[src/rtl/rns_add_pkg.sv]
package rns_add_pkg;

  localparam int unsigned MOD_A = 3;
  localparam int unsigned MOD_B = 7;
  localparam int unsigned W_A = $clog2(MOD_A);
  localparam int unsigned W_B = $clog2(MOD_B);
  localparam int unsigned RANGE = MOD_A * MOD_B;
  localparam int unsigned IDX_W = $clog2(RANGE);

  typedef struct packed {
    logic clear;
    logic load;
  } strobe_t;

  // Smallest e below RANGE with e = 1 mod self and e = 0 mod other.
  function automatic int unsigned idemFor(input int unsigned self, input int unsigned other);
    int unsigned found;
    found = 0;
    for (int unsigned e = 1; e < RANGE; e++) begin
      if (found == 0 && (e % self) == 1 && (e % other) == 0) found = e;
    end
    return found;
  endfunction

  // Parity of the reconstructed value, indexed by uB*MOD_A + uA.
  function automatic logic [RANGE-1:0] buildParityTab();
    logic [RANGE-1:0] tab;
    int unsigned eA;
    int unsigned eB;
    int unsigned n;
    tab = '0;
    eA = idemFor(MOD_A, MOD_B);
    eB = idemFor(MOD_B, MOD_A);
    for (int unsigned uB = 0; uB < MOD_B; uB++) begin
      for (int unsigned uA = 0; uA < MOD_A; uA++) begin
        n = (eA * uA + eB * uB) % RANGE;
        tab[uB * MOD_A + uA] = n[0];
      end
    end
    return tab;
  endfunction

endpackage

[src/rtl/rns_mod_add.sv]
module rns_mod_add #(
  parameter int unsigned MOD = 7,
  localparam int unsigned W = $clog2(MOD)
) (
  input  logic [W-1:0] a,
  input  logic [W-1:0] b,
  output logic [W-1:0] sum
);

  logic [W:0] rawSum;
  assign rawSum = {1'b0, a} + {1'b0, b};

  generate
    if (MOD == (1 << W) - 1) begin : g_endAround
      // Modulus 2^W-1: fold the top bit back in, then map MOD to 0.
      logic [W-1:0] folded;
      assign folded = rawSum[W-1:0] + {{(W-1){1'b0}}, rawSum[W]};
      assign sum = (folded == W'(MOD)) ? '0 : folded;
    end else begin : g_compare
      logic [W:0] reduced;
      assign reduced = rawSum - (W+1)'(MOD);
      assign sum = (rawSum >= (W+1)'(MOD)) ? reduced[W-1:0] : rawSum[W-1:0];
    end
  endgenerate

endmodule

[src/rtl/rns_add_ctrl.sv]
module rns_add_ctrl
  import rns_add_pkg::*;
(
  input  logic    clk,
  input  logic    rst,
  input  logic    inValid,
  output strobe_t strobes,
  output logic    outValid
);

  always_comb begin
    strobes.clear = rst;
    strobes.load  = inValid & ~rst;
  end

  always_ff @(posedge clk) begin
    if (rst) outValid <= 1'b0;
    else     outValid <= inValid;
  end

  // output valid tracks input valid one cycle later
  a_r5_valid_rise: assert property (@(posedge clk) disable iff (rst)
    inValid |=> outValid);
  a_r5_valid_fall: assert property (@(posedge clk) disable iff (rst)
    !inValid |=> !outValid);

endmodule

[src/rtl/rns_add_dp.sv]
module rns_add_dp
  import rns_add_pkg::*;
(
  input  logic           clk,
  input  logic           rst,
  input  strobe_t        strobes,
  input  logic [W_A-1:0] aResA,
  input  logic [W_B-1:0] aResB,
  input  logic           aPar,
  input  logic [W_A-1:0] bResA,
  input  logic [W_B-1:0] bResB,
  input  logic           bPar,
  output logic [W_A-1:0] sumResA,
  output logic [W_B-1:0] sumResB,
  output logic           carry
);

  localparam logic [RANGE-1:0] PAR_TAB = buildParityTab();

  logic [W_A-1:0]   nextA;
  logic [W_B-1:0]   nextB;
  logic             nextPar;
  logic [IDX_W-1:0] tabIdx;
  logic             nextCarry;

  rns_mod_add #(.MOD(MOD_A)) u_addA (.a(aResA), .b(bResA), .sum(nextA));
  rns_mod_add #(.MOD(MOD_B)) u_addB (.a(aResB), .b(bResB), .sum(nextB));

  assign nextPar   = aPar ^ bPar;
  assign tabIdx    = IDX_W'(int'(nextB) * MOD_A + int'(nextA));
  assign nextCarry = PAR_TAB[tabIdx] ^ nextPar;

  always_ff @(posedge clk) begin
    if (strobes.clear) begin
      sumResA <= '0;
      sumResB <= '0;
      carry   <= 1'b0;
    end else if (strobes.load) begin
      sumResA <= nextA;
      sumResB <= nextB;
      carry   <= nextCarry;
    end
  end

  // modulo-3 digit stays in range
  a_r2_digit_range: assert property (@(posedge clk) disable iff (rst)
    sumResA < W_A'(MOD_A));
  // modulo-7 digit stays in range
  a_r3_digit_range: assert property (@(posedge clk) disable iff (rst)
    sumResB < W_B'(MOD_B));
  // registers hold when nothing is loaded
  a_r6_hold: assert property (@(posedge clk) disable iff (rst)
    !strobes.load |=> $stable({sumResA, sumResB, carry}));
  // a zero sum with equal parities never carries
  a_r4_zero_no_carry: assert property (@(posedge clk) disable iff (rst)
    (strobes.load && nextA == '0 && nextB == '0 && aPar == bPar) |=> !carry);

endmodule

[src/rtl/rns_carry_adder.sv]
module rns_carry_adder
  import rns_add_pkg::*;
(
  input  logic           clk,
  input  logic           rst,
  input  logic           inValid,
  input  logic [W_A-1:0] opAMod3,
  input  logic [W_B-1:0] opAMod7,
  input  logic           opAPar,
  input  logic [W_A-1:0] opBMod3,
  input  logic [W_B-1:0] opBMod7,
  input  logic           opBPar,
  output logic           outValid,
  output logic [W_A-1:0] sumMod3,
  output logic [W_B-1:0] sumMod7,
  output logic           sumCarry
);

  strobe_t strobes;

  rns_add_ctrl u_ctrl (
    .clk(clk), .rst(rst), .inValid(inValid),
    .strobes(strobes), .outValid(outValid)
  );

  rns_add_dp u_dp (
    .clk(clk), .rst(rst), .strobes(strobes),
    .aResA(opAMod3), .aResB(opAMod7), .aPar(opAPar),
    .bResA(opBMod3), .bResB(opBMod7), .bPar(opBPar),
    .sumResA(sumMod3), .sumResB(sumMod7), .carry(sumCarry)
  );

endmodule

[config.mk]
export PLATFORM = sky130hd
export DESIGN_NAME = rns_carry_adder
export DESIGN_NICKNAME = d
export VERILOG_FILES = /design/src/rtl/rns_add_pkg.sv /design/src/rtl/rns_mod_add.sv /design/src/rtl/rns_add_ctrl.sv /design/src/rtl/rns_add_dp.sv /design/src/rtl/rns_carry_adder.sv
export SDC_FILE = /design/constraint.sdc
export NUM_CORES = 1
export LEC_CHECK = 0
export ABC_AREA = 1
export BUFFER_PORTS_ARGS = -buffer_cell sky130_fd_sc_hd__clkbuf_2
export CORE_UTILIZATION = 40
export CTS_BUF_LIST = sky130_fd_sc_hd__clkbuf_4 sky130_fd_sc_hd__clkbuf_8 sky130_fd_sc_hd__clkbuf_16
export DETAILED_ROUTE_END_ITERATION = 7
export GPL_TIMING_DRIVEN = 0
export HOLD_SLACK_MARGIN = 0.15
export MAX_ROUTING_LAYER = met4
export PLACE_DENSITY = 0.63
export SLEW_MARGIN = 20
export SYNTH_ARGS = -nofsm -noshare
export SYNTH_HDL_FRONTEND = slang
export SYNTH_SLANG_ARGS = --single-unit
export TNS_END_PERCENT = 20
[constraint.sdc]
create_clock -name clk -period 3.9 [get_ports clk]
set_input_delay 0.39 -clock clk [delete_from_list [all_inputs] [get_ports clk]]
set_output_delay 0.39 -clock clk [all_outputs]
set_load 0.05 [all_outputs]
==> results.yml <==
power_and_ir_drop:
  p_leak_nw: 0.498
  clockPowerShare: 0.177
  power_density_nw_per_um2: 477
  power.internal_mw: 0.218
  p_comb_frac: 0.613
  power.total_mw: 0.400
  peakVddDrop_v: 0.000235
  seqPwrFrac: 0.210
  switching_share: 0.455
  power.switching_mw: 0.182
clocking:
  clock_latency_ns: 0.24
  cts_tree: "yes"
  root_buffer: "clkbuf_4"
  cts_resized: 0
  cts_sinks: 7
  cts_setup_buffers: 0
  cts_made_buffers: 3
  cts-hold-fix-buffers: 0
  path_clk_slew_ns: 0.05
  htree_levels: 1
  clockBufferDepth: 2
place:
  numPortBuffers: 21
  dpl.hpwl_microns: 1050
  place.gp.congestion: 0.799
  post-place-cells: 129
  place_ws_ns: 0.364
routing:
  wl_microns: 1170
  drt-wirelength-per-cell_microns: 8.79
  viasPerCell: 4.53
  firstDrtPassIters: 3
  vias: 603
  drt_iter0_drc: 4
  postRouteAntennaNets: 0
  post-route-drc-count: 0
finish:
  most-common-layout-cells: "21 x clkbuf_2, 20 x inv_1, 14 x nand2_1, 14 x ha_1, 8 x nor2_1"
  final_nets: 150
  mostFrequentLayoutCell: "clkbuf_2"
  final_cells: 133
  utilization: 0.543
  num_antenna_cells: 0
  fillers: 162
  area_delta_synth_final_pct: 22.8
  drive_gt1_frac: 0.231
logic_synthesis:
  synth_compound_area_frac: 0.105
  ys_warn_count: 0
  synthSimpleGateAreaFrac: 0.191
  syn_nets: 124
  synthAdderAreaFrac: 0.345
  netlist_area_sq_um: 682
  ys_seq_elements: 7
  synthMuxAreaShare: 0
  synth_seq_area_share: 0.206
  syn_inst: 92
  synthXorXnorAreaFrac: 0.0385
  yosysUniqueCellTypes: 16
  synth_top_family_by_area: "adder cells"
  syn_avg_cell_area_sq_um: 7.41
setup_path:
  startpoint_type: "input port"
  cp_num_buf_inv: 4
  required_ns: 4.05
  crit_type: "in -> reg"
  end_kind: "register"
  critical_path.top_delay_family: "adder cells"
  crit_slowest_cell: "fa_1"
  max_stage_delay_ns: 0.51
  cpMostUsedCell: "nand2_1"
  crit_chain: "clkbuf_2, ha_1, a21oi_1, nand2_1, ha_1, ha_1, ha_1, nand3_1, nand2_1, inv_1, ha_1, ha_1, fa_1, inv_1, nor2_1, nand2_1, nand2_1, nand2_1, nand2_1, nand3_1, nand2_1, inv_1"
  path_max_fanout: 3
  cp_data_arrival_time_ns: 3.41
sta:
  timing.final.hold_violations: 0
  fin_crit_ns: 3.27
  finalSetupTns_ns: 0
  final_max_slew_viol_count: 0
  worst_clock_skew_ns: 0
  setup_viol: 0
  worst_pin_slew_ns: 0.373
  period_share: 0.838
  worst_slack_ns: 0.631
  rsz0062_at_grt: "no"
  fmax_mhz: 306
  slew_headroom: 0.751
job:
  max_cap_violations: 0
global_route:
  grt.overflow.total: 0
  grt_antenna_before_repair: 0
  grt_pass1_vias: 545
  grt_pass1_wl_microns: 2100
  grt_start_max_net_pins: 11
  track_usage: 0.148
hold_path:
  min_path_type: "in -> reg"
floorplanning:
  core_area_sq_um: 1540
  ios: 22
  start_util: 0.442
  die_h_microns: 43.3
  dieArea_sq_um: 1870
  fp.dieW_microns: 43.3
  num_rows: 14
status:
  outcome: "finished, final reports clean"
## cells by family (layout without fill, tap and decap cells)
kind of cell,Yosys count,after routing
buf+inv,21,46
fa+ha+maj,17,17
xor+xnor,3,3
simple gates,31,31
flops,7,7
compound gates,13,13
## synth_stat cells
cell	number	share of area
inv_1	20	0.11
xor2_1	1	0.013
fa_1	3	0.088
or2_1	1	0.0092
o21ai_0	6	0.044
ha_1	14	0.26
nand2_2	1	0.0092
a21oi_2	1	0.013
nand3_1	7	0.051
dfxtp_1	7	0.21
nor2_1	8	0.044
o21bai_1	1	0.011
xnor2_1	2	0.026
nand2_1	14	0.077
clkbuf_1	1	0.0055
a21oi_1	5	0.037
## worst paths after layout
| kind | start | endpoint | slack [ns] | cells past startpoint |
|---|---|---|---|---|
| max | opAMod7[2] | u_dp.carry | 0.63 | 22 |
| min | rst | u_ctrl.outValid | 0.35 | 2 |
| max reg2reg | u_dp.sumResB[2] | u_dp.sumResB[2] | 3.24 | 2 |
| min reg2reg | u_dp.sumResB[0] | u_dp.sumResB[0] | 0.55 | 2 |
## worst register-to-register path, cell delays in order (launching register included)
cell and delay [ns]:
dfxtp_1 0.30, o21ai_0 0.20, a21oi_2 0.04
## stage by stage
stage	area [sq um]	hold WS, ns
floorplan	682	0.472
global placement	807	0.526
detailed placement	807	0.528
CTS	837	0.345
global route	837	0.356
finish	837	0.346
## routing by layer
metal	global-route usage	wire length (microns)	vias up	part of all wire
met4	0.0545	0	0	0
met2	0.230	531	9	0.45
met3	0.0128	21	0	0.018
met1	0.198	616	252	0.53
met5	-	0	-	0
li1	-	-	342	-
## sequential cells by signal (all words and copies together) (netlist names)
register	flops
u_dp.sumResB	3
u_dp.sumResA	2
u_dp.carry	1
u_ctrl.outValid	1
## power by group through the flow
stage	sequential [mW]	combinational, mW	clock (mW)
after global placement	0.0850	0.243	0
final	0.0838	0.245	0.0707
after floorplan	0.115	0.170	0
after CTS	0.0839	0.249	0.0728
after detailed placement	0.0852	0.248	0
after global routing	0.0844	0.286	0.0774
## layout make-up
class / count / area (sq um) / share of cell area
buffer: 1 / 3.75 / 0.00448
clock buffer: 4 / 30.0 / 0.0359
inverter: 20 / 75.1 / 0.0897
multi-input combinational: 64 / 463 / 0.553
sequential: 7 / 140 / 0.167
tap: 16 / 20.0 / 0.0239
timing repair buffer: 21 / 105 / 0.126
Note: power is estimated with default switching activity, not from simulation.
